--- config.mk ---
export PLATFORM = sky130hd
export DESIGN_NAME = freq_trim_adjuster
export DESIGN_NICKNAME = d
export VERILOG_FILES = /design/src/rtl/ftrim_pkg.sv /design/src/rtl/trim_window_ctrl.sv /design/src/rtl/pulse_editor.sv /design/src/rtl/sec_divider.sv /design/src/rtl/freq_trim_adjuster.sv
export SDC_FILE = /design/constraint.sdc
export NUM_CORES = 1
export LEC_CHECK = 0
export BUFFER_PORTS_ARGS = -buffer_cell sky130_fd_sc_hd__buf_2
export CORE_MARGIN = 5
export CORE_UTILIZATION = 35
export CTS_BUF_LIST = sky130_fd_sc_hd__clkbuf_16
export CTS_CLUSTER_DIAMETER = 100
export DETAILED_ROUTE_END_ITERATION = 8
export GPL_TIMING_DRIVEN = 0
export PLACE_DENSITY = 0.48
export SYNTH_ARGS = -nofsm -noshare
export SYNTH_HDL_FRONTEND = slang
export SYNTH_SLANG_ARGS = --single-unit
--- constraint.sdc ---
create_clock -name clk -period 8.4 [get_ports clk]
set_clock_uncertainty 0.1 [all_clocks]
set_input_delay 0.84 -clock clk [delete_from_list [all_inputs] [get_ports clk]]
set_output_delay 0.84 -clock clk [all_outputs]
set_load 0.02 [all_outputs]
--- src/rtl/ftrim_pkg.sv ---
package ftrim_pkg;

    typedef struct packed {
        logic       neg;
        logic [1:0] mag;
    } trim_code_t;

    typedef enum logic [1:0] {
        ADJ_NONE   = 2'd0,
        ADJ_INSERT = 2'd1,
        ADJ_DROP   = 2'd2
    } adj_kind_t;

    localparam int unsigned MAG_LEVELS = 4;

    // Adjustments per window for one magnitude step count, rounded to nearest.
    function automatic logic [63:0] adj_events(input int unsigned mag,
                                               input int unsigned step_ppm,
                                               input int unsigned win);
        logic [63:0] prod;
        prod = 64'(mag) * 64'(step_ppm) * 64'(win);
        return (prod + 64'd500000) / 64'd1000000;
    endfunction

endpackage

--- src/rtl/trim_window_ctrl.sv ---
module trim_window_ctrl
    import ftrim_pkg::*;
#(
    parameter int unsigned WIN      = 1966080,
    parameter int unsigned STEP_PPM = 10
) (
    input  logic       clk,
    input  logic       rst,
    input  logic       tick_in,
    input  trim_code_t trim_in,
    output adj_kind_t  adj_kind
);
    localparam int unsigned WIN_W = $clog2(WIN);
    localparam int unsigned ACC_W = WIN_W + 1;

    logic [ACC_W-1:0] ev_lut [MAG_LEVELS];

    for (genvar g = 0; g < MAG_LEVELS; g++) begin : g_lut
        assign ev_lut[g] = ACC_W'(adj_events(g, STEP_PPM, WIN));
    end

    logic [WIN_W-1:0] win_cnt;
    logic [ACC_W-1:0] acc;
    trim_code_t       active;

    logic             win_start;
    trim_code_t       cur_code;
    logic [ACC_W-1:0] n_sel;
    logic [ACC_W-1:0] acc_base;
    logic [ACC_W-1:0] acc_sum;
    logic             hit;

    always_comb begin
        win_start = (win_cnt == '0);
        cur_code  = win_start ? trim_in : active;
        n_sel     = ev_lut[cur_code.mag];
        acc_base  = win_start ? '0 : acc;
        acc_sum   = acc_base + n_sel;
        hit       = tick_in && (acc_sum >= ACC_W'(WIN));
        if (!hit)
            adj_kind = ADJ_NONE;
        else if (cur_code.neg)
            adj_kind = ADJ_DROP;
        else
            adj_kind = ADJ_INSERT;
    end

    always_ff @(posedge clk) begin
        if (rst) begin
            win_cnt <= '0;
            acc     <= '0;
            active  <= '0;
        end else if (tick_in) begin
            win_cnt <= (win_cnt == WIN_W'(WIN - 1)) ? '0 : win_cnt + 1'b1;
            acc     <= hit ? acc_sum - ACC_W'(WIN) : acc_sum;
            if (win_start)
                active <= trim_in;
        end
    end

    AST_WIN_IN_RANGE: assert property (@(posedge clk) disable iff (rst)
        win_cnt < WIN_W'(WIN));
    AST_ACC_BELOW_WIN: assert property (@(posedge clk) disable iff (rst)
        acc < ACC_W'(WIN));
    AST_CODE_HELD: assert property (@(posedge clk) disable iff (rst)
        !(tick_in && win_start) |=> $stable(active));
    AST_ADJ_ONLY_ON_TICK: assert property (@(posedge clk) disable iff (rst)
        (adj_kind != ADJ_NONE) |-> tick_in);

endmodule

--- src/rtl/pulse_editor.sv ---
module pulse_editor
    import ftrim_pkg::*;
#(
    parameter int unsigned PEND_W = 3
) (
    input  logic      clk,
    input  logic      rst,
    input  logic      tick_in,
    input  adj_kind_t adj_kind,
    output logic      adj_tick
);
    logic [PEND_W-1:0] pend;
    logic              drop;
    logic              ins;
    logic              flush;
    logic              adj_d;
    logic [PEND_W-1:0] pend_d;

    always_comb begin
        drop   = tick_in && (adj_kind == ADJ_DROP);
        ins    = tick_in && (adj_kind == ADJ_INSERT);
        flush  = !tick_in && (pend != '0);
        adj_d  = (tick_in && !drop) || flush;
        pend_d = pend + PEND_W'(ins) - PEND_W'(flush);
    end

    always_ff @(posedge clk) begin
        if (rst) begin
            pend     <= '0;
            adj_tick <= 1'b0;
        end else begin
            pend     <= pend_d;
            adj_tick <= adj_d;
        end
    end

    AST_DROP_SILENT: assert property (@(posedge clk) disable iff (rst)
        (tick_in && adj_kind == ADJ_DROP) |=> !adj_tick);
    AST_PASS_THROUGH: assert property (@(posedge clk) disable iff (rst)
        (tick_in && adj_kind != ADJ_DROP) |=> adj_tick);
    AST_FLUSH_IDLE: assert property (@(posedge clk) disable iff (rst)
        (!tick_in && pend != '0) |=> adj_tick);
    AST_PEND_NO_WRAP: assert property (@(posedge clk) disable iff (rst)
        (pend == '1) |-> !ins);

endmodule

--- src/rtl/sec_divider.sv ---
module sec_divider #(
    parameter int unsigned TICKS_PER_SEC = 32768
) (
    input  logic clk,
    input  logic rst,
    input  logic pulse_in,
    output logic sec_tick
);
    localparam int unsigned SEC_W = $clog2(TICKS_PER_SEC);

    logic [SEC_W-1:0] cnt;
    logic             last;

    assign last = (cnt == SEC_W'(TICKS_PER_SEC - 1));

    always_ff @(posedge clk) begin
        if (rst) begin
            cnt      <= '0;
            sec_tick <= 1'b0;
        end else begin
            sec_tick <= pulse_in && last;
            if (pulse_in)
                cnt <= last ? '0 : cnt + 1'b1;
        end
    end

    AST_SEC_SINGLE: assert property (@(posedge clk) disable iff (rst)
        sec_tick |=> !sec_tick);
    AST_SEC_FROM_PULSE: assert property (@(posedge clk) disable iff (rst)
        sec_tick |-> $past(pulse_in));

endmodule

--- src/rtl/freq_trim_adjuster.sv ---
module freq_trim_adjuster
    import ftrim_pkg::*;
#(
    parameter int unsigned TICKS_PER_SEC = 32768,
    parameter int unsigned SECS_PER_WIN  = 60,
    parameter int unsigned STEP_PPM      = 10,
    parameter int unsigned PEND_W        = 3
) (
    input  logic       clk,
    input  logic       rst,
    input  logic       osc_tick,
    input  logic [2:0] trim_code,
    output logic       adj_tick,
    output logic       sec_tick
);
    localparam int unsigned WIN = TICKS_PER_SEC * SECS_PER_WIN;

    trim_code_t tc;
    adj_kind_t  kind;

    assign tc = trim_code_t'(trim_code);

    trim_window_ctrl #(
        .WIN      (WIN),
        .STEP_PPM (STEP_PPM)
    ) u_ctrl (
        .clk      (clk),
        .rst      (rst),
        .tick_in  (osc_tick),
        .trim_in  (tc),
        .adj_kind (kind)
    );

    pulse_editor #(
        .PEND_W (PEND_W)
    ) u_edit (
        .clk      (clk),
        .rst      (rst),
        .tick_in  (osc_tick),
        .adj_kind (kind),
        .adj_tick (adj_tick)
    );

    sec_divider #(
        .TICKS_PER_SEC (TICKS_PER_SEC)
    ) u_sec (
        .clk      (clk),
        .rst      (rst),
        .pulse_in (adj_tick),
        .sec_tick (sec_tick)
    );

    AST_RESET_QUIET: assert property (@(posedge clk)
        rst |=> (!adj_tick && !sec_tick));

endmodule

==> flow_summary.json, run 1 <==
{
  "status": "complete, no violations",
  "dpl.hpwl_mm": 6.34,
  "numCtsBuffers": 9,
  "power_density_mw_per_mm2": 199,
  "rows": 37,
  "synth_cells": 453,
  "grtUsageMet3_pct": 3.37,
  "cts_setup_buffers": 0,
  "drtAntennaViolNets": 0,
  "path_class": "flop to flop",
  "swShare_pct": 26.7,
  "final_cell_mix": "69 x nor2_1, 66 x dfxtp_1, 44 x nand2_1",
  "hold_buffers": 0,
  "drt_wl_total_mm": 8.81,
  "async_flop_share_pct": 0,
  "first_pass_iters": 4,
  "cts_root_buf": "clkbuf_16",
  "critPathMaxFanout": 10,
  "seq_area_mm2": 0.00132,
  "worst_hold_path_type": "flop to flop",
  "setup_viol": 0,
  "p_leak_nw": 1.50,
  "place.gp.congestion": 0.875,
  "p_sw_mw": 0.219,
  "gr-usage-met2_pct": 23.2,
  "num-nets-final": 487,
  "start_kind": "flop",
  "worst_ep_required_time_ps": 8490,
  "ios": 8,
  "ys_seq_area_share_pct": 36.3,
  "grt_overflow_total": 0,
  "worst-path-buf-inv": 4,
  "intPower_mw": 0.603,
  "placed_area_mm2": 0.00384,
  "synth_top_family_by_area": "simple AND/OR/NAND/NOR gates",
  "synth-edff-count": 0,
  "crit_family": "compound AO/OA/AOI/OAI gates",
  "grt_usage_pct": 14.8,
  "seqPwrFrac_pct": 41.7,
  "diodes": 0,
  "area_growth_pct": 13.3,
  "ir_drop_uv": 100,
  "dieWidth_um": 112,
  "slowest_stage": "a31oi_1",
  "worst_pin_slew_ps": 778,
  "synthAdderAreaFrac_pct": 3.99,
  "clkSinkCount": 66,
  "drc": 0,
  "fill_cells": 1069,
  "finalMaxSlewViolations": 0,
  "p_clk_share_pct": 44.2,
  "multi_input_area_mm2": 0.00220,
  "viasPerCell": 5.21,
  "worst_path_largest_cell_delay_ps": 630,
  "grt_pass1_wl_mm": 15.2,
  "die-area_mm2": 0.0125,
  "grt_pass1_vias": 3092,
  "arrival_ps": 6080,
  "ys_types": 56,
  "core-area_mm2": 0.0102,
  "mostFrequentLayoutCell": "nor2_1",
  "synth.cell_area_mm2": 0.00364,
  "synth_xor_area_share_pct": 9.87,
  "syn_nets": 470,
  "grt_antenna_before_repair": 0,
  "slew_headroom_pct": 47.9,
  "dp_slack_ps": 2450,
  "fin_crit_sh_pct": 71.3,
  "path_common_cell": "ha_1",
  "hold_violations": 0,
  "clock_path_buffers": 2,
  "ys.flop_type": "dfxtp_1",
  "ys_ff_latch": 66,
  "io_buffers": 6,
  "tritoncts": "yes",
  "yosys-mux-area-fraction_pct": 3.09,
  "clock.fmax_mhz": 167,
  "setup_ws_ps": 2410,
  "pwr-share-comb_pct": 14.1,
  "clk_latency_ps": 330,
  "vias": 3184,
  "wl_per_cell_um": 14.4,
  "avgSynthCellArea_um2": 8.03,
  "die_h_um": 112,
  "ys_warn_count": 0,
  "cts_max_level": 3,
  "setup_tns_ps": 0,
  "use_met1_pct": 19.9,
  "drv_cap": 0,
  "path_cells": "inv_1 > ha_1 > nor4b_1 > nand3_1 > nor2_1 > clkbuf_1 > clkbuf_1 > o21ai_0 > ha_1 > a211oi_1 > o21ai_0 > a31oi_1 > o31ai_1 > a21o_1 > o31ai_1 > and3_1 > ha_1 > inv_1 > fa_1 > xor2_1 > xnor2_1 > nor2_1",
  "fin_area_mm2": 0.00412,
  "yosys.area_share.simple_pct": 26.7,
  "synth_compound_area_share_pct": 17.0,
  "clkTransAtPathRegs_ps": 60,
  "gr-max-usage-layer": "met2",
  "rsz0062_at_grt": "false",
  "cts_resized": 0,
  "drtIter0Drc": 159,
  "grt_max_degree": 12,
  "initial_core_util_pct": 35.6,
  "end_kind": "flop",
  "layout-drive-gt1-share_pct": 6.74,
  "finalWorstPathRequiredPeriod_ps": 5990
}
through the flow:
step                      instances  utilization [%]  power, mW  hold slack (ps)
final                           611             40.3      0.822              360
after global routing            611             40.3      0.870              393
after CTS                       611             40.3      0.834              358
after detailed placement        595             37.5      0.466              350
after global placement          595             37.5      0.466              343
after floorplan                 453                -      0.438              336
cells in the mapped netlist, types with 5 or more instances:
library cell | count | share of area [%]
nor2_1 | 69 | 7.1
dfxtp_1 | 66 | 36
nand2_1 | 44 | 4.5
a21oi_1 | 33 | 4.5
o21ai_0 | 21 | 2.9
xnor2_1 | 21 | 5.1
xor2_1 | 20 | 4.8
inv_1 | 15 | 1.5
clkbuf_1 | 13 | 1.3
nand3_1 | 13 | 1.8
and3_1 | 12 | 2.1
nand4_1 | 11 | 1.9
ha_1 | 10 | 3.4
mux2i_1 | 9 | 2.5
or3_1 | 8 | 1.4
nor4_1 | 7 | 1.2
a31oi_1 | 5 | 0.86
nor3_1 | 5 | 0.69
worst min-delay path: stages (launching register included):
cell     delay [ps]
dfxtp_1         300
nand2_1          50
a21oi_1          50
routing by layer:
layer,routed length (um),vias to the layer above
li1,-,1656
met1,4360,1471
met2,4020,45
met3,315,12
met4,118,0
met5,0,-
flip-flops by register name, indices dropped and copies added, names as in the netlist:
name and cells:
u_ctrl.win_cnt 21, u_ctrl.acc 22, u_edit.pend 3, u_ctrl.active 3, u_sec.sec_tick 1, u_edit.adj_tick 1
u_sec.cnt 15
power groups by stage:
stage | Sequential [mW] | Clock, mW | Combinational, mW
2_1_floorplan | 0.348 | 0 | 0.0896
3_3_place_gp | 0.350 | 0 | 0.116
3_5_place_dp | 0.350 | 0 | 0.117
4_1_cts | 0.343 | 0.374 | 0.118
5_1_grt | 0.346 | 0.388 | 0.135
6_report | 0.343 | 0.364 | 0.116
cells by family after synthesis:
family	count (synthesis)
compound gates	98
xor+xnor	41
fa+ha+maj	11
buf+inv	30
flops	66
mux	11
simple gates	196
layout make-up:
type                            count  area share, %
Sequential cell                    66           32.0
Buffer                             15           1.37
Inverter                           15           1.37
Timing Repair Buffer                6          0.728
Clock buffer                        9           5.46
Tap cell                          136           4.13
Multi-Input combinational cell    357           53.5
Clock inverter                      7           1.46
worst paths after layout:
check | startpoint | to | slack [ps] | cells after the start
setup / recovery | u_ctrl.win_cnt[0]$_SDFFE_PP0P_ | u_edit.pend[2]$_SDFF_PP0_ | 2410 | 22
hold / removal | u_ctrl.active[2]$_SDFFE_PP0P_ | u_ctrl.active[2]$_SDFFE_PP0P_ | 360 | 2
setup reg to reg | u_ctrl.win_cnt[0]$_SDFFE_PP0P_ | u_edit.pend[2]$_SDFF_PP0_ | 2410 | 22
hold reg to reg | u_ctrl.active[2]$_SDFFE_PP0P_ | u_ctrl.active[2]$_SDFFE_PP0P_ | 360 | 2
Power figures use the tool's default switching activity.
==> run 2: changes to the inputs <==
Settings changed: ABC_AREA set to 1.
Clock period 8.4 ns to 5.58 ns, I/O delays scaled along.
==> run 2 against run 1 <==
Effect of this change:
- final cell count up 21%
- clock power up 71%
- critical path type unchanged
- largest cell class unchanged
- critical path depth grew 7
==> flow_summary.json, run 2 <==
{
  "place.gp.congestion": 0.813,
  "clk_latency_ps": 340,
  "ios": 8,
  "numCtsBuffers": 9,
  "dieWidth_um": 116,
  "synth_top_cell_area_share_pct": 33.9,
  "worst_hold_path_type": "flop to flop",
  "ys_warn_count": 0,
  "fill_cells": 1160,
  "hold_buffers": 0,
  "synth_most_common_cell": "nand2_1",
  "drc": 0,
  "synth.cell_area_mm2": 0.00390,
  "slew_headroom_pct": 47.9,
  "rows": 38,
  "finalMaxSlewViolations": 0,
  "holdPathEnd": "u_edit.pend[2]$_SDFF_PP0_",
  "clkSinkCount": 66,
  "arrival_ps": 4730,
  "fin_area_mm2": 0.00442,
  "initial_core_util_pct": 35.8,
  "first_pass_iters": 4,
  "r2r_cells": 29,
  "num-nets-final": 609,
  "slowest_stage": "o21ai_0",
  "dp_slack_ps": 993,
  "cts_max_level": 3,
  "cts_resized": 0,
  "ir_drop_uv": 122,
  "largest_reg_flops": 22,
  "clkTransAtPathRegs_ps": 60,
  "p_leak_nw": 1.91,
  "setup_viol": 0,
  "power_density_mw_per_mm2": 293,
  "final_cell_mix": "117 x nand2_1, 89 x inv_1, 78 x nor2_1",
  "synthTopCellsByCount": "117 x nand2_1, 89 x inv_1, 78 x nor2_1, 66 x dfxtp_1, 30 x a21oi_1",
  "synthTopCellsByArea": "dfxtp_1 34%, nand2_1 11%, inv_1 8.6%",
  "die_h_um": 116,
  "ys_types": 42,
  "min-delay-start": "u_edit.pend[2]$_SDFF_PP0_",
  "cts_root_buf": "clkbuf_16",
  "vias": 3509,
  "ff2ff_setup_slack_ps": 1020,
  "avgSynthCellArea_um2": 6.78,
  "area_growth_pct": 13.4,
  "ys_seq_area_share_pct": 33.9,
  "grt_max_degree": 13,
  "cts_setup_buffers": 0,
  "grt_overflow_total": 0,
  "min_delay_path_depth": 1,
  "grt_pass1_vias": 3407,
  "worst_pin_slew_ps": 775,
  "diodes": 0,
  "finalWorstPathRequiredPeriod_ps": 4560,
  "drt_wl_total_mm": 9.48,
  "drtAntennaViolNets": 0,
  "path_class": "flop to flop",
  "die-area_mm2": 0.0134,
  "critPathMaxFanout": 5,
  "instances_no_fill": 737,
  "async_flop_share_pct": 0,
  "reg2reg_from": "u_ctrl.win_cnt[0]$_SDFFE_PP0P_",
  "ys_ff_latch": 66,
  "setup_tns_ps": 0,
  "ys.flop_type": "dfxtp_1",
  "drtIter0Drc": 142,
  "syn_nets": 592,
  "mostFrequentLayoutCell": "nand2_1",
  "clock_path_buffers": 2,
  "viasPerCell": 4.76,
  "io_buffers": 6,
  "hold_violations": 0,
  "synth-edff-count": 0,
  "clock.fmax_mhz": 219,
  "dpl.hpwl_mm": 7.15,
  "wl_per_cell_um": 12.9,
  "setup_ws_ps": 1020,
  "end_kind": "flop",
  "top_register": "u_ctrl.acc",
  "worst_path_largest_cell_delay_ps": 540,
  "start_kind": "flop",
  "core-area_mm2": 0.0109,
  "synth_cells": 575,
  "status": "complete, no violations",
  "r2r-end": "u_edit.pend[2]$_SDFF_PP0_",
  "layout-drive-gt1-share_pct": 10.2,
  "worst_ep_required_time_ps": 5750,
  "rsz0062_at_grt": "false",
  "dp.cells": 721,
  "top_regs": "u_ctrl.acc: 22 flops, u_ctrl.win_cnt: 21 flops, u_sec.cnt: 15 flops",
  "grt_usage_pct": 15.6,
  "grt_antenna_before_repair": 0,
  "fin_crit_sh_pct": 81.7,
  "path_common_cell": "nand2_1",
  "synth_top_cell_by_area": "dfxtp_1",
  "placed_area_mm2": 0.00411,
  "tritoncts": "yes",
  "drv_cap": 0,
  "grt_pass1_wl_mm": 16.4
}
-- run 2: cell count changes after synthesis, sizes merged, moves of 9 or more --
| cell | before | now |
|---|---|---|
| or3 | 9 | 0 |
| inv | 15 | 93 |
| nor2 | 69 | 85 |
| mux2i | 9 | 0 |
| xnor2 | 21 | 5 |
| nand2 | 44 | 128 |
| nor3 | 5 | 19 |
| and3 | 12 | 0 |
| nand3 | 13 | 34 |
-- run 2: metrics by stage --
stage / hold slack (ps) / total power [mW] / utilization [%]
CTS: 365 / 1.31 / 40.6
global route: 392 / 1.36 / 40.6
finish: 357 / 1.30 / 40.6
floorplan: 325 / 0.645 / -
global placement: 353 / 0.684 / 37.7
detailed placement: 357 / 0.686 / 37.7
-- run 2: cells by family (layout without fill, tap and decap cells) --
logic type      after synthesis  in the layout  synth area share, %
compound gates               74             74                 10.9
simple gates                293            293                 35.3
flops                        66             66                 33.9
fa+ha+maj                    11             11                 3.72
xor+xnor                     23             23                 5.17
buf+inv                     108            130                 11.1
-- run 2: layer usage --
metal / vias to the layer above / part of all wire (%) / track usage (%)
met4: 0 / 1.5 / 5.01
met2: 43 / 46 / 25.8
met1: 1574 / 49 / 20.1
li1: 1881 / - / -
met5: - / 0 / 0
met3: 11 / 3.0 / 3.81
-- run 2: layout make-up --
type	instances	area, um2	share of cell area (%)
Multi-Input combinational cell	401	2150	48.5
Clock inverter	7	92.6	2.09
Clock buffer	9	225	5.09
Tap cell	140	175	3.96
Buffer	14	78.8	1.78
Inverter	94	353	7.98
Timing Repair Buffer	6	30.0	0.679
Sequential cell	66	1320	29.9
-- run 2: worst max-delay path by stage --
| stage | slack [ps] | endpoint | depth (start not counted) | start |
|---|---|---|---|---|
| 5_1_grt | 520 | u_edit.pend[2]$_SDFF_PP0_ | 29 | u_ctrl.win_cnt[0]$_SDFFE_PP0P_ |
| 3_5_place_dp | 990 | u_edit.pend[2]$_SDFF_PP0_ | 29 | u_ctrl.win_cnt[0]$_SDFFE_PP0P_ |
| 4_1_cts | 970 | u_edit.pend[2]$_SDFF_PP0_ | 29 | u_ctrl.win_cnt[0]$_SDFFE_PP0P_ |
| 2_1_floorplan | 1700 | u_edit.pend[2]$_SDFF_PP0_ | 27 | u_ctrl.win_cnt[0]$_SDFFE_PP0P_ |
| 6_report | 1020 | u_edit.pend[2]$_SDFF_PP0_ | 29 | u_ctrl.win_cnt[0]$_SDFFE_PP0P_ |
| 3_3_place_gp | 1050 | u_edit.pend[2]$_SDFF_PP0_ | 29 | u_ctrl.win_cnt[0]$_SDFFE_PP0P_ |
-- run 2: worst max-delay path: cells and delay by family (launching register included) --
kind	cells	cell delay (ps)
xor gates and xnor gates	2	360
DFF	1	330
AOI/OAI and AO/OA	5	1090
adders and majority gates	4	1060
buffers and inverters	6	360
and+or+nand+nor	12	1160
-- run 2: power breakdown --
| part | internal, mW | total (mW) | switching, mW |
|---|---|---|---|
| clock network | 0.390 | 0.621 | 0.230 |
| logic | 0.0601 | 0.168 | 0.108 |
| registers | 0.492 | 0.507 | 0.0149 |
==> run 3: changes to the inputs <==
Clock period 5.58 ns to 4.8 ns, I/O delays scaled along.
==> run 3 against run 2 <==
Effect of this change:
- flip-flop and latch count unchanged
- clock power up 16%
- largest cell class unchanged
- die area unchanged
- highest routed layer unchanged
==> flow_summary.json, run 3 (same netlist as run 2, synthesis figures left out) <==
{
  "arrival_ps": 4430,
  "p_clk_share_pct": 47.8,
  "die-area_mm2": 0.0134,
  "intPower_mw": 1.10,
  "dpl.hpwl_mm": 7.15,
  "drt_wl_total_mm": 9.52,
  "worst_path_largest_cell_delay_ps": 380,
  "grt_usage_pct": 15.6,
  "core-area_mm2": 0.0109,
  "clkTransAtPathRegs_ps": 60,
  "clock.fmax_mhz": 235,
  "drv_cap": 0,
  "drtAntennaViolNets": 0,
  "tritoncts": "yes",
  "seqPwrFrac_pct": 38.9,
  "swShare_pct": 27.3,
  "grt_max_degree": 13,
  "hold_buffers": 0,
  "multi_input_area_mm2": 0.00216,
  "cts_root_buf": "clkbuf_16",
  "start_kind": "flop",
  "first_pass_iters": 4,
  "grt_overflow_total": 0,
  "end_kind": "flop",
  "p_sw_mw": 0.413,
  "final_cell_mix": "117 x nand2_1, 89 x inv_1, 78 x nor2_1",
  "grt_pass1_wl_mm": 16.4,
  "hold_violations": 0,
  "rsz0062_at_grt": "false",
  "wl_per_cell_um": 12.9,
  "slowest_stage": "ha_1",
  "vias": 3517,
  "clkSinkCount": 66,
  "worst_pin_slew_ps": 793,
  "viasPerCell": 4.76,
  "mostFrequentLayoutCell": "nand2_1",
  "critPathMaxFanout": 6,
  "drc": 0,
  "clock_path_buffers": 2,
  "grt_pass1_vias": 3407,
  "worst_hold_path_type": "flop to flop",
  "io_buffers": 6,
  "top_register": "u_ctrl.acc",
  "finalWorstPathRequiredPeriod_ps": 4260,
  "initial_core_util_pct": 35.8,
  "area_growth_pct": 14.0,
  "die_h_um": 116,
  "slew_headroom_pct": 46.7,
  "diodes": 0,
  "setup_viol": 0,
  "layout-drive-gt1-share_pct": 10.9,
  "finalMaxSlewViolations": 0,
  "clk_latency_ps": 340,
  "fill_cells": 1158,
  "path_class": "flop to flop",
  "top_regs": "u_ctrl.acc: 22 flops, u_ctrl.win_cnt: 21 flops, u_sec.cnt: 15 flops",
  "pwr-share-comb_pct": 13.3,
  "grt_antenna_before_repair": 0,
  "num-nets-final": 611,
  "p_leak_nw": 1.92,
  "setup_tns_ps": 0,
  "fin_crit_sh_pct": 88.7,
  "numCtsBuffers": 9,
  "cts_max_level": 3,
  "rows": 38,
  "ios": 8,
  "power_density_mw_per_mm2": 340,
  "path_common_cell": "nand2_1",
  "worst_ep_required_time_ps": 4970,
  "final_util_pct": 40.8,
  "status": "complete, no violations",
  "dieWidth_um": 116,
  "seq_area_mm2": 0.00132,
  "place.gp.congestion": 0.813,
  "largest_reg_flops": 22,
  "ir_drop_uv": 142,
  "drtIter0Drc": 191
}
## run 3: cell types whose count changed in the layout (fill, tap and decap cells not counted)
cell,previous run,this run
buf_4,0,2
nand3_1,28,27
nand3_2,4,5
o21ai_2,0,1
o21ai_0,22,21
## run 3: routing by layer
metal	wire (um)	vias to the layer above	global-route usage (%)
li1	-	1887	-
met1	4670	1572	20.1
met2	4410	46	25.8
met3	295	12	3.81
met4	147	0	5.01
met5	0	-	0
## run 3: final timing paths
check / startpoint / end / slack [ps] / depth (start not counted)
worst min register to register: u_edit.pend[2]$_SDFF_PP0_ / u_edit.pend[2]$_SDFF_PP0_ / 360 / 1
worst min-delay path: u_edit.pend[2]$_SDFF_PP0_ / u_edit.pend[2]$_SDFF_PP0_ / 360 / 1
worst max register to register: u_ctrl.win_cnt[0]$_SDFFE_PP0P_ / u_edit.pend[2]$_SDFF_PP0_ / 540 / 30
worst max-delay path: u_ctrl.win_cnt[0]$_SDFFE_PP0P_ / u_edit.pend[2]$_SDFF_PP0_ / 540 / 30
## run 3: through the flow
stage | cell area (um2) | std cells | hold WS [ps] | worst slack [ps] | power [mW]
6_report | 4450 | 739 | 356 | 541 | 1.51
5_1_grt | 4450 | 739 | 392 | 30.3 | 1.59
4_1_cts | 4420 | 737 | 365 | 195 | 1.52
3_5_place_dp | 4110 | 721 | 357 | 213 | 0.798
3_3_place_gp | 4110 | 721 | 353 | 266 | 0.795
2_1_floorplan | 3900 | 575 | 325 | 922 | 0.749
## run 3: final cells by class
cell class              count  area share, %
well taps                 140           3.94
plain buffers              14           1.77
repair buffers              8           1.01
clock buffers               9           5.06
flip-flops and latches     66           29.7
inverters                  94           7.93
clock inverters             7           2.08
multi-input cells         401           48.5
## run 3: timing repair
action,in CTS,in global routing
gates resized for setup,0,3
endpoints found under the setup margin,0,1
buffers inserted,0,2
## run 3: critical path, delay by kind of cell, from the launching register on
kind,cells,cell delay [ps]
and+or+nand+nor,15,1490
adders and majority gates,4,1060
AOI/OAI and AO/OA,4,550
buffers and inverters,5,280
xor gates and xnor gates,2,350
DFF,1,330
## run 3: power groups by stage
| stage | sequential [mW] | combinational (mW) | clock, mW |
|---|---|---|---|
| 5_1_grt | 0.592 | 0.236 | 0.761 |
| 6_report | 0.589 | 0.201 | 0.722 |
| 3_3_place_gp | 0.601 | 0.194 | 0 |
| 2_1_floorplan | 0.599 | 0.150 | 0 |
| 4_1_cts | 0.589 | 0.198 | 0.736 |
| 3_5_place_dp | 0.601 | 0.197 | 0 |
